===== src/rtl/xlate_pkg.sv =====
package xlate_pkg;
  localparam int unsigned SEL_W  = 3;
  localparam int unsigned KEEP_W = 2;

  typedef enum logic [1:0] {
    FN_PASS  = 2'd0,
    FN_BSEL  = 2'd1,
    FN_BDATA = 2'd2,
    FN_IRQL  = 2'd3
  } ctl_fn_e;

  typedef enum logic [2:0] {
    RG_NONE,
    RG_PASS,
    RG_IRQL,
    RG_BSEL,
    RG_BDATA,
    RG_MIRR
  } route_e;
endpackage


===== src/rtl/xlate_decode.sv =====
module xlate_decode
  import xlate_pkg::*;
#(
  parameter int unsigned MODE_W = 8
) (
  input  logic              we_i,
  input  logic [2:0]        addr_hi_i,  // top three address bits
  input  logic              addr_odd_i,
  input  logic [MODE_W-1:0] mode_i,
  output route_e            route_o
);
  logic alt_mode;
  assign alt_mode = |mode_i;

  always_comb begin
    route_o = RG_NONE;
    if (we_i && addr_hi_i[2]) begin
      if (!alt_mode || addr_hi_i[1]) begin
        route_o = RG_PASS;
      end else begin
        unique case ({addr_hi_i[0], addr_odd_i})
          2'b00:   route_o = RG_IRQL;
          2'b01:   route_o = RG_BSEL;
          2'b10:   route_o = RG_BDATA;
          default: route_o = RG_MIRR;
        endcase
      end
    end
  end
endmodule


===== src/rtl/xlate_permute.sv =====
module xlate_permute
  import xlate_pkg::*;
#(
  parameter int unsigned DATA_W = 8
) (
  input  logic [KEEP_W-1:0] keep_i,
  input  logic [SEL_W-1:0]  idx_i,
  output logic [SEL_W-1:0]  idx_o,
  output logic [DATA_W-1:0] data_o
);
  localparam int unsigned GAP_W = DATA_W - KEEP_W - SEL_W;

  always_comb begin
    unique case (idx_i)
      3'd0: idx_o = 3'd0;
      3'd1: idx_o = 3'd6;
      3'd2: idx_o = 3'd3;
      3'd3: idx_o = 3'd7;
      3'd4: idx_o = 3'd5;
      3'd5: idx_o = 3'd2;
      3'd6: idx_o = 3'd4;
      default: idx_o = 3'd1;
    endcase
  end

  generate
    if (GAP_W > 0) begin : g_gap
      assign data_o = {keep_i, {GAP_W{1'b0}}, idx_o};
    end else begin : g_nogap
      assign data_o = {keep_i, idx_o};
    end
  endgenerate
endmodule


===== src/rtl/xlate_stage.sv =====
module xlate_stage
  import xlate_pkg::*;
#(
  parameter int unsigned PRG_IDX_MIN = 6
) (
  input  logic             clk_i,
  input  logic             rst_ni,
  input  logic             set_i,
  input  logic [SEL_W-1:0] idx_i,
  input  logic             try_i,
  input  logic             fixed_i,
  output logic             grant_o
);
  localparam logic [SEL_W-1:0] PRG_MIN = SEL_W'(PRG_IDX_MIN);

  logic             pend_q;
  logic [SEL_W-1:0] idx_q;

  // program-register writes are held off while the fixed block is forced
  assign grant_o = try_i && pend_q && (!fixed_i || (idx_q < PRG_MIN));

  always_ff @(posedge clk_i or negedge rst_ni) begin
    if (!rst_ni) begin
      pend_q <= 1'b0;
      idx_q  <= '0;
    end else if (set_i) begin
      pend_q <= 1'b1;
      idx_q  <= idx_i;
    end else if (grant_o) begin
      pend_q <= 1'b0;
    end
  end
endmodule


===== src/rtl/write_route_xlate.sv =====
module write_route_xlate
  import xlate_pkg::*;
#(
  parameter int unsigned ADDR_W      = 16,
  parameter int unsigned DATA_W      = 8,
  parameter int unsigned MODE_W      = 8,
  parameter int unsigned PRG_IDX_MIN = 6
) (
  input  logic              clk_i,
  input  logic              rst_ni,
  input  logic [ADDR_W-1:0] cpu_addr_i,
  input  logic [DATA_W-1:0] cpu_data_i,
  input  logic              cpu_we_i,
  input  logic [MODE_W-1:0] mode_reg_i,
  input  logic              fixed_blk_i,
  output logic              ctl_we_o,
  output logic [1:0]        ctl_fn_o,
  output logic [ADDR_W-1:0] ctl_addr_o,
  output logic [DATA_W-1:0] ctl_data_o,
  output logic              mirror_h_o
);
  localparam logic [ADDR_W-1:0] A_BSEL  = {1'b1, {(ADDR_W-1){1'b0}}};
  localparam logic [ADDR_W-1:0] A_BDATA = {1'b1, {(ADDR_W-2){1'b0}}, 1'b1};
  localparam logic [ADDR_W-1:0] A_IRQL  = {2'b11, {(ADDR_W-2){1'b0}}};

  route_e            route;
  logic [SEL_W-1:0]  perm_idx;
  logic [DATA_W-1:0] perm_data;
  logic              grant;

  ctl_fn_e           fn_q;
  logic              we_q;
  logic [ADDR_W-1:0] addr_q;
  logic [DATA_W-1:0] data_q;
  logic              mir_q;

  xlate_decode #(.MODE_W(MODE_W)) u_decode (
    .we_i      (cpu_we_i),
    .addr_hi_i (cpu_addr_i[ADDR_W-1 -: 3]),
    .addr_odd_i(cpu_addr_i[0]),
    .mode_i    (mode_reg_i),
    .route_o   (route)
  );

  xlate_permute #(.DATA_W(DATA_W)) u_permute (
    .keep_i(cpu_data_i[DATA_W-1 -: KEEP_W]),
    .idx_i (cpu_data_i[SEL_W-1:0]),
    .idx_o (perm_idx),
    .data_o(perm_data)
  );

  xlate_stage #(.PRG_IDX_MIN(PRG_IDX_MIN)) u_stage (
    .clk_i  (clk_i),
    .rst_ni (rst_ni),
    .set_i  (route == RG_BSEL),
    .idx_i  (perm_idx),
    .try_i  (route == RG_BDATA),
    .fixed_i(fixed_blk_i),
    .grant_o(grant)
  );

  always_ff @(posedge clk_i or negedge rst_ni) begin
    if (!rst_ni) begin
      we_q   <= 1'b0;
      fn_q   <= FN_PASS;
      addr_q <= '0;
      data_q <= '0;
      mir_q  <= 1'b0;
    end else begin
      we_q <= 1'b0;
      unique case (route)
        RG_PASS: begin
          we_q   <= 1'b1;
          fn_q   <= FN_PASS;
          addr_q <= cpu_addr_i;
          data_q <= cpu_data_i;
        end
        RG_IRQL: begin
          we_q   <= 1'b1;
          fn_q   <= FN_IRQL;
          addr_q <= A_IRQL;
          data_q <= cpu_data_i;
        end
        RG_BSEL: begin
          we_q   <= 1'b1;
          fn_q   <= FN_BSEL;
          addr_q <= A_BSEL;
          data_q <= perm_data;
        end
        RG_BDATA: begin
          if (grant) begin
            we_q   <= 1'b1;
            fn_q   <= FN_BDATA;
            addr_q <= A_BDATA;
            data_q <= cpu_data_i;
          end
        end
        RG_MIRR: mir_q <= cpu_data_i[0];
        default: ;
      endcase
    end
  end

  assign ctl_we_o   = we_q;
  assign ctl_fn_o   = fn_q;
  assign ctl_addr_o = addr_q;
  assign ctl_data_o = data_q;
  assign mirror_h_o = mir_q;
endmodule


===== config.mk =====
export PLATFORM = sky130hd
export DESIGN_NAME = write_route_xlate
export DESIGN_NICKNAME = d
export VERILOG_FILES = /design/src/rtl/xlate_pkg.sv /design/src/rtl/xlate_decode.sv /design/src/rtl/xlate_permute.sv /design/src/rtl/xlate_stage.sv /design/src/rtl/write_route_xlate.sv
export SDC_FILE = /design/constraint.sdc
export NUM_CORES = 1
export LEC_CHECK = 0
export BUFFER_PORTS_ARGS = -buffer_cell sky130_fd_sc_hd__buf_2
export CORE_ASPECT_RATIO = 2
export CORE_MARGIN = 2
export CORE_UTILIZATION = 40
export DETAILED_ROUTE_END_ITERATION = 12
export HOLD_SLACK_MARGIN = 0.02
export MAX_ROUTING_LAYER = met4
export PLACE_DENSITY_LB_ADDON = 0.12
export SETUP_SLACK_MARGIN = 0.4
export SKIP_LAST_GASP = 1
export SYNTH_ARGS = -nofsm -noshare
export SYNTH_HDL_FRONTEND = slang
export SYNTH_HIERARCHICAL = 1
export SYNTH_SLANG_ARGS = --single-unit

===== constraint.sdc =====
create_clock -name clk_i -period 1.9 [get_ports clk_i]
set_input_delay 0.19 -clock clk_i [delete_from_list [all_inputs] [get_ports clk_i]]
set_output_delay 0.19 -clock clk_i [all_outputs]
set_load 0.01 [all_outputs]

# Yosys cells after proc, flatten, opt, wreduce, memory -nomap -nowiden
# Cells that the tools add are included.
# word_totals
ff_bits	32
wordCells	53
input_bits	36
# op_classes
order_cmp	1
n_reduce_logical	17
muxes	14
eq_ne	14
# ops
cell	count
$pmux W16 S4	1
$pmux W8 S3	1
$pmux W3 S7	1
$mux W16	1
$eq A3 B3 Y1 const B	5
$eq A3 B2 Y1 const B	4
$pmux W3 S3	1
$mux W8	1
$pmux W2 S4	1
$reduce_or A8 Y1	1
$eq A3 B1 Y1 const B	2
$mux W3	2
$reduce_and A2 Y1	2
$reduce_bool A4 Y1	1
$logic_and A1 B1 Y1	3
$logic_not A3 Y1	1
$lt A3 B3 Y1 const B	1
$mux W1	3
$reduce_bool A3 Y1	1
$reduce_or A3 Y1	1
$eq A2 B1 Y1 const B	1
$eq A2 B2 Y1 const B	1
$logic_not A1 Y1	2
$logic_not A2 Y1	1
other kinds (6)	7

# Depth between registers and ports, before layout
# logic_depth
ltp_word	10
mapped_depth	12
ltp_nobuf	11

# By module
# Netlist, hierarchy kept.
# by_module_without_submodules
mod	cells_each	area_each_um2	n_inst
write_route_xlate	85	1275.0	1
xlate_stage	10	127.6	1
xlate_permute	14	101.3	1
xlate_decode	7	53.8	1

# Worst setup path after synthesis
# OpenSTA, ideal clock, no wires.
# synth_path
path_kind	in2reg
startpoint	input mode_reg_i[4]
endpoint	register data_q[0], in the netlist ctl_data_o[0]
setup_time_ns	0.125
t_required_ns	1.775
n_path_buf	1
cell_stages	12
slack_ns	-0.796
t_arrival_ns	2.571
cell_sequence	or4_1 > nor2_2 > nor4b_1 > inv_1 > nor3_1 > nand2_1 > a31oi_1 > nand2_2 > mux2_4 > inv_4 > buf_12 > mux2_4
# synth_via
elab_chain_cells	10
word_cells_on_any_way	16
# synth_rtl
element	line	text
start: declaration	write_route_xlate.sv:14	input logic [MODE_W-1:0] mode_reg_i,
$reduce_or A8 Y1	xlate_decode.sv:13	assign alt_mode = |mode_i;
$logic_not A1 Y1	xlate_decode.sv:18	if (!alt_mode || addr_hi_i[1]) begin
$logic_or A1 B1 Y1	xlate_decode.sv:18	
$mux W3	xlate_decode.sv:18	
$mux W3	xlate_decode.sv:17	if (we_i && addr_hi_i[2]) begin
via route[2]	write_route_xlate.sv:26	route_e route;
$eq A3 B3 Y1	write_route_xlate.sv:57	.try_i (route == RG_BDATA),
$logic_and A1 B1 Y1 (2 in series)	xlate_stage.sv:20	assign grant_o = try_i && pend_q && (!fixed_i || (idx_q < PRG_MIN));
via grant	write_route_xlate.sv:29	logic grant;
$ne A2 B2 Y1 (no source line)	n/a	
$reduce_and A2 Y1 (no source line)	n/a	
end signal: assignment	write_route_xlate.sv:76	data_q <= cpu_data_i;
end signal: assignment	write_route_xlate.sv:82	data_q <= cpu_data_i;
end signal: assignment	write_route_xlate.sv:88	data_q <= perm_data;
end: declaration	write_route_xlate.sv:34	logic [DATA_W-1:0] data_q;
# The timed path passes the listed nets, and every way through them passes these cells.
# A chain may end at the register's enable or synchronous reset.

# Worst setup path in the final report
# layout_path
startpoint	input mode_reg_i[5]
endpoint	register data_q[4], in the netlist ctl_data_o[4]
# The elaborated chain is that of the path after synthesis.

==> results by group <==
Critical path
  – Slowest stage cell, crit path: or4_4
  – Arr. time, crit path: 2.21 ns
  – Crit path max-delay family: simple AND/OR/NAND/NOR gates
  – Critical path cell sequence: buf_6 -> or4_4 -> nor2_4 -> nor4_2 -> nor3_4 -> nand2_1 -> a31oi_2 -> nand2_2 -> mux2_4 -> inv_8 -> mux2_2
  – CP Data Required Time: 2.06 ns
  – Max stage delay on crit path: 0.53 ns
  – Startpoint Class: input pin
  – Crit path buffers/inverters: 2
  – Crit Path Category: input pin to flip-flop
  – CP Max Fanout: 5
  – Critical path capture point type: flip-flop

Die
  – Chip Height: 92.0 um
  – Core area: 0.00380 mm2
  – # IOs: 64
  – Die width: 48.0 um
  – Die area: 0.00442 mm2
  – Cell Rows: 32
  – Initial cell density of the core: 40.8%

Detailed routing
  – TritonRoute pass-1 iters: 3
  – Vias: 1206
  – DRC: 0
  – Final WL: 3490 um
  – Via density: 4.84
  – DRT iter0 DRCs: 26
  – Wire per inst: 14.0 um
  – Routed Antenna Nets: 0

Run status
  – Failing checks: negative setup slack
  – Status: finished with violations

Clocking
  – H-Tree Depth: 2
  – CTS tree: yes
  – Clk sinks: 31
  – Longest Clk Path Bufs: 2
  – Clock latency on the worst-skew pair: 0.28 ns
  – Clk root buf: clkbuf_8
  – Clk slew on worst S/H paths: 0.06 ns
  – Num CTS Buffers: 5

GRT
  – Gr usage total: 18.5%
  – Vias in the first global route: 1262
  – Antenna violations before repair: 0
  – Pin count of the biggest net entering global routing: 32
  – First-pass GRT wire length: 5580 um
  – GR Overflow Total: 0

Timing
  – Clock period minus worst slack: 2.05 ns
  – Clk_skew: 0.00578 ns
  – Fin. Hold Viols: 0
  – Tcrit/Tclk final: 108%
  – Relative slew slack: 54.8%
  – Least-Margin Pin Slew: 0.677 ns
  – Max Fclk: 0.489 GHz
  – Final setup viols: 26
  – Final setup TNS: -2.72 ns
  – Unrepaired setup endpoints after global routing: yes
  – Final Max Slew Viols: 0
  – Final Worst Setup Slack: -0.146 ns

Final layout
  – ANT cells: 0
  – Reg area: 776 um2
  – Layout cell share with drive strength beyond 1: 67.2%
  – Final net count: 233
  – Area grow syn2layout: 44.1%
  – Multi-input gate area: 724 um2
  – Number of fillers in the final layout: 330
  – Fin util: 58.8%

Yosys
  – Cell count after synthesis: 115
  – Synthesized area: 0.00155 mm2
  – Yosys Warn Count: 6
  – Synthesized area per cell: 13.5 um2

Power
  – Power Internal: 1.47 mW
  – Sw power: 512 uW
  – Clock share of power: 33.4%
  – Pwr dens: 887 mW/mm2
  – Combinational Power Share: 24.1%
  – Share of power burned in registers: 42.5%
  – Sw Share: 25.8%
  – Leakage: 1.15 nW
  – Max VDD drop: 0.000783 V

Placed design
  – IO Port Bufs: 63
  – Final HPWL DP: 2690 um
  – GPL Wtd Cong: 0.763

Min path
  – Worst hold path type: input pin to flip-flop

Flow run
  – Max-cap viol count: 0
-- power by group through the flow --
stage	registers [mW]	clock network, mW	logic [mW]
floorplan	0.897	0	0.216
global placement	0.846	0	0.449
detailed placement	0.854	0	0.460
CTS	0.846	0.684	0.481
global route	0.861	0.718	0.522
finish	0.843	0.662	0.477
-- per-layer routing --
layer | wire length [um] | part of all wire, % | track usage [%] | up-vias
met3 | 160 | 4.6 | 4.13 | 4
met1 | 1140 | 33 | 17.1 | 591
met2 | 2130 | 61 | 33.1 | 41
met4 | 69 | 2.0 | 8.11 | 0
met5 | 0 | 0 | - | -
li1 | - | - | - | 570
-- layout by cell type (no fill, tap or decap), types with 4 or more instances in the layout --
cell,instances
buf_2,62
mux2_4,10
buf_6,5
mux2_2,10
a22o_2,4
a22o_1,10
clkbuf_8,6
buf_4,14
dfrtp_1,31
-- worst register-to-register path, stage by stage, from the launching register on --
cell     delay, ns
dfrtp_1       0.41
a31oi_2       0.20
nand2_2       0.08
mux2_4        0.32
inv_8         0.09
mux2_2        0.34
-- state kept, by name, indices dropped and copies added (netlist names) --
| name | count |
|---|---|
| ctl_fn_o | 2 |
| ctl_addr_o | 16 |
| ctl_data_o | 8 |
| u_stage/idx_q | 2 |
| u_stage/pend_q | 1 |
| mirror_h_o | 1 |
| ctl_we_o | 1 |
-- timing repair --
action,in CTS,in global routing
hold endpoints to repair,31,0
buffers inserted,2,1
gates cloned,1,0
pin swaps,4,1
setup endpoints to repair,31,31
hold buffers,1,0
resized for setup,9,5
-- worst paths after layout --
check / startpoint / to / slack, ns / cells after the start
worst max-delay path: mode_reg_i[5] / ctl_data_o[4] / -0.15 / 11
max in group asynchronous: rst_ni / ctl_addr_o[11] / 0.97 / 2
worst min-delay path: cpu_addr_i[4] / ctl_addr_o[4] / 0.13 / 2
worst max register to register: u_stage/idx_q[2] / ctl_data_o[4] / 0.35 / 5
min in group asynchronous: rst_ni / ctl_addr_o[10] / 0.49 / 2
worst min register to register: ctl_fn_o[1] / ctl_fn_o[1] / 0.49 / 1
-- layout make-up --
cell class / count / share of cell area [%]
clock inverters: 2 / 1.57
multi-input cells: 70 / 32.4
well taps: 51 / 2.86
repair buffers: 84 / 23.3
inverters: 4 / 1.01
repair inverters: 1 / 0.392
flip-flops and latches: 31 / 34.7
clock buffers: 6 / 3.70
-- per-stage QoR --
step                      hold WS (ns)  cells  setup WS, ns  total power [mW]  instance area (um2)
final                            0.129    249        -0.146              1.98                 2230
after global placement           0.263    236        -0.467              1.29                 2010
after global routing             0.119    249        -0.232              2.10                 2230
after detailed placement         0.270    236        -0.505              1.31                 2010
after floorplan                 -0.106    117        -0.493              1.11                 1590
after CTS                        0.119    248        -0.149              2.01                 2200
Power figures use the tool's default switching activity.
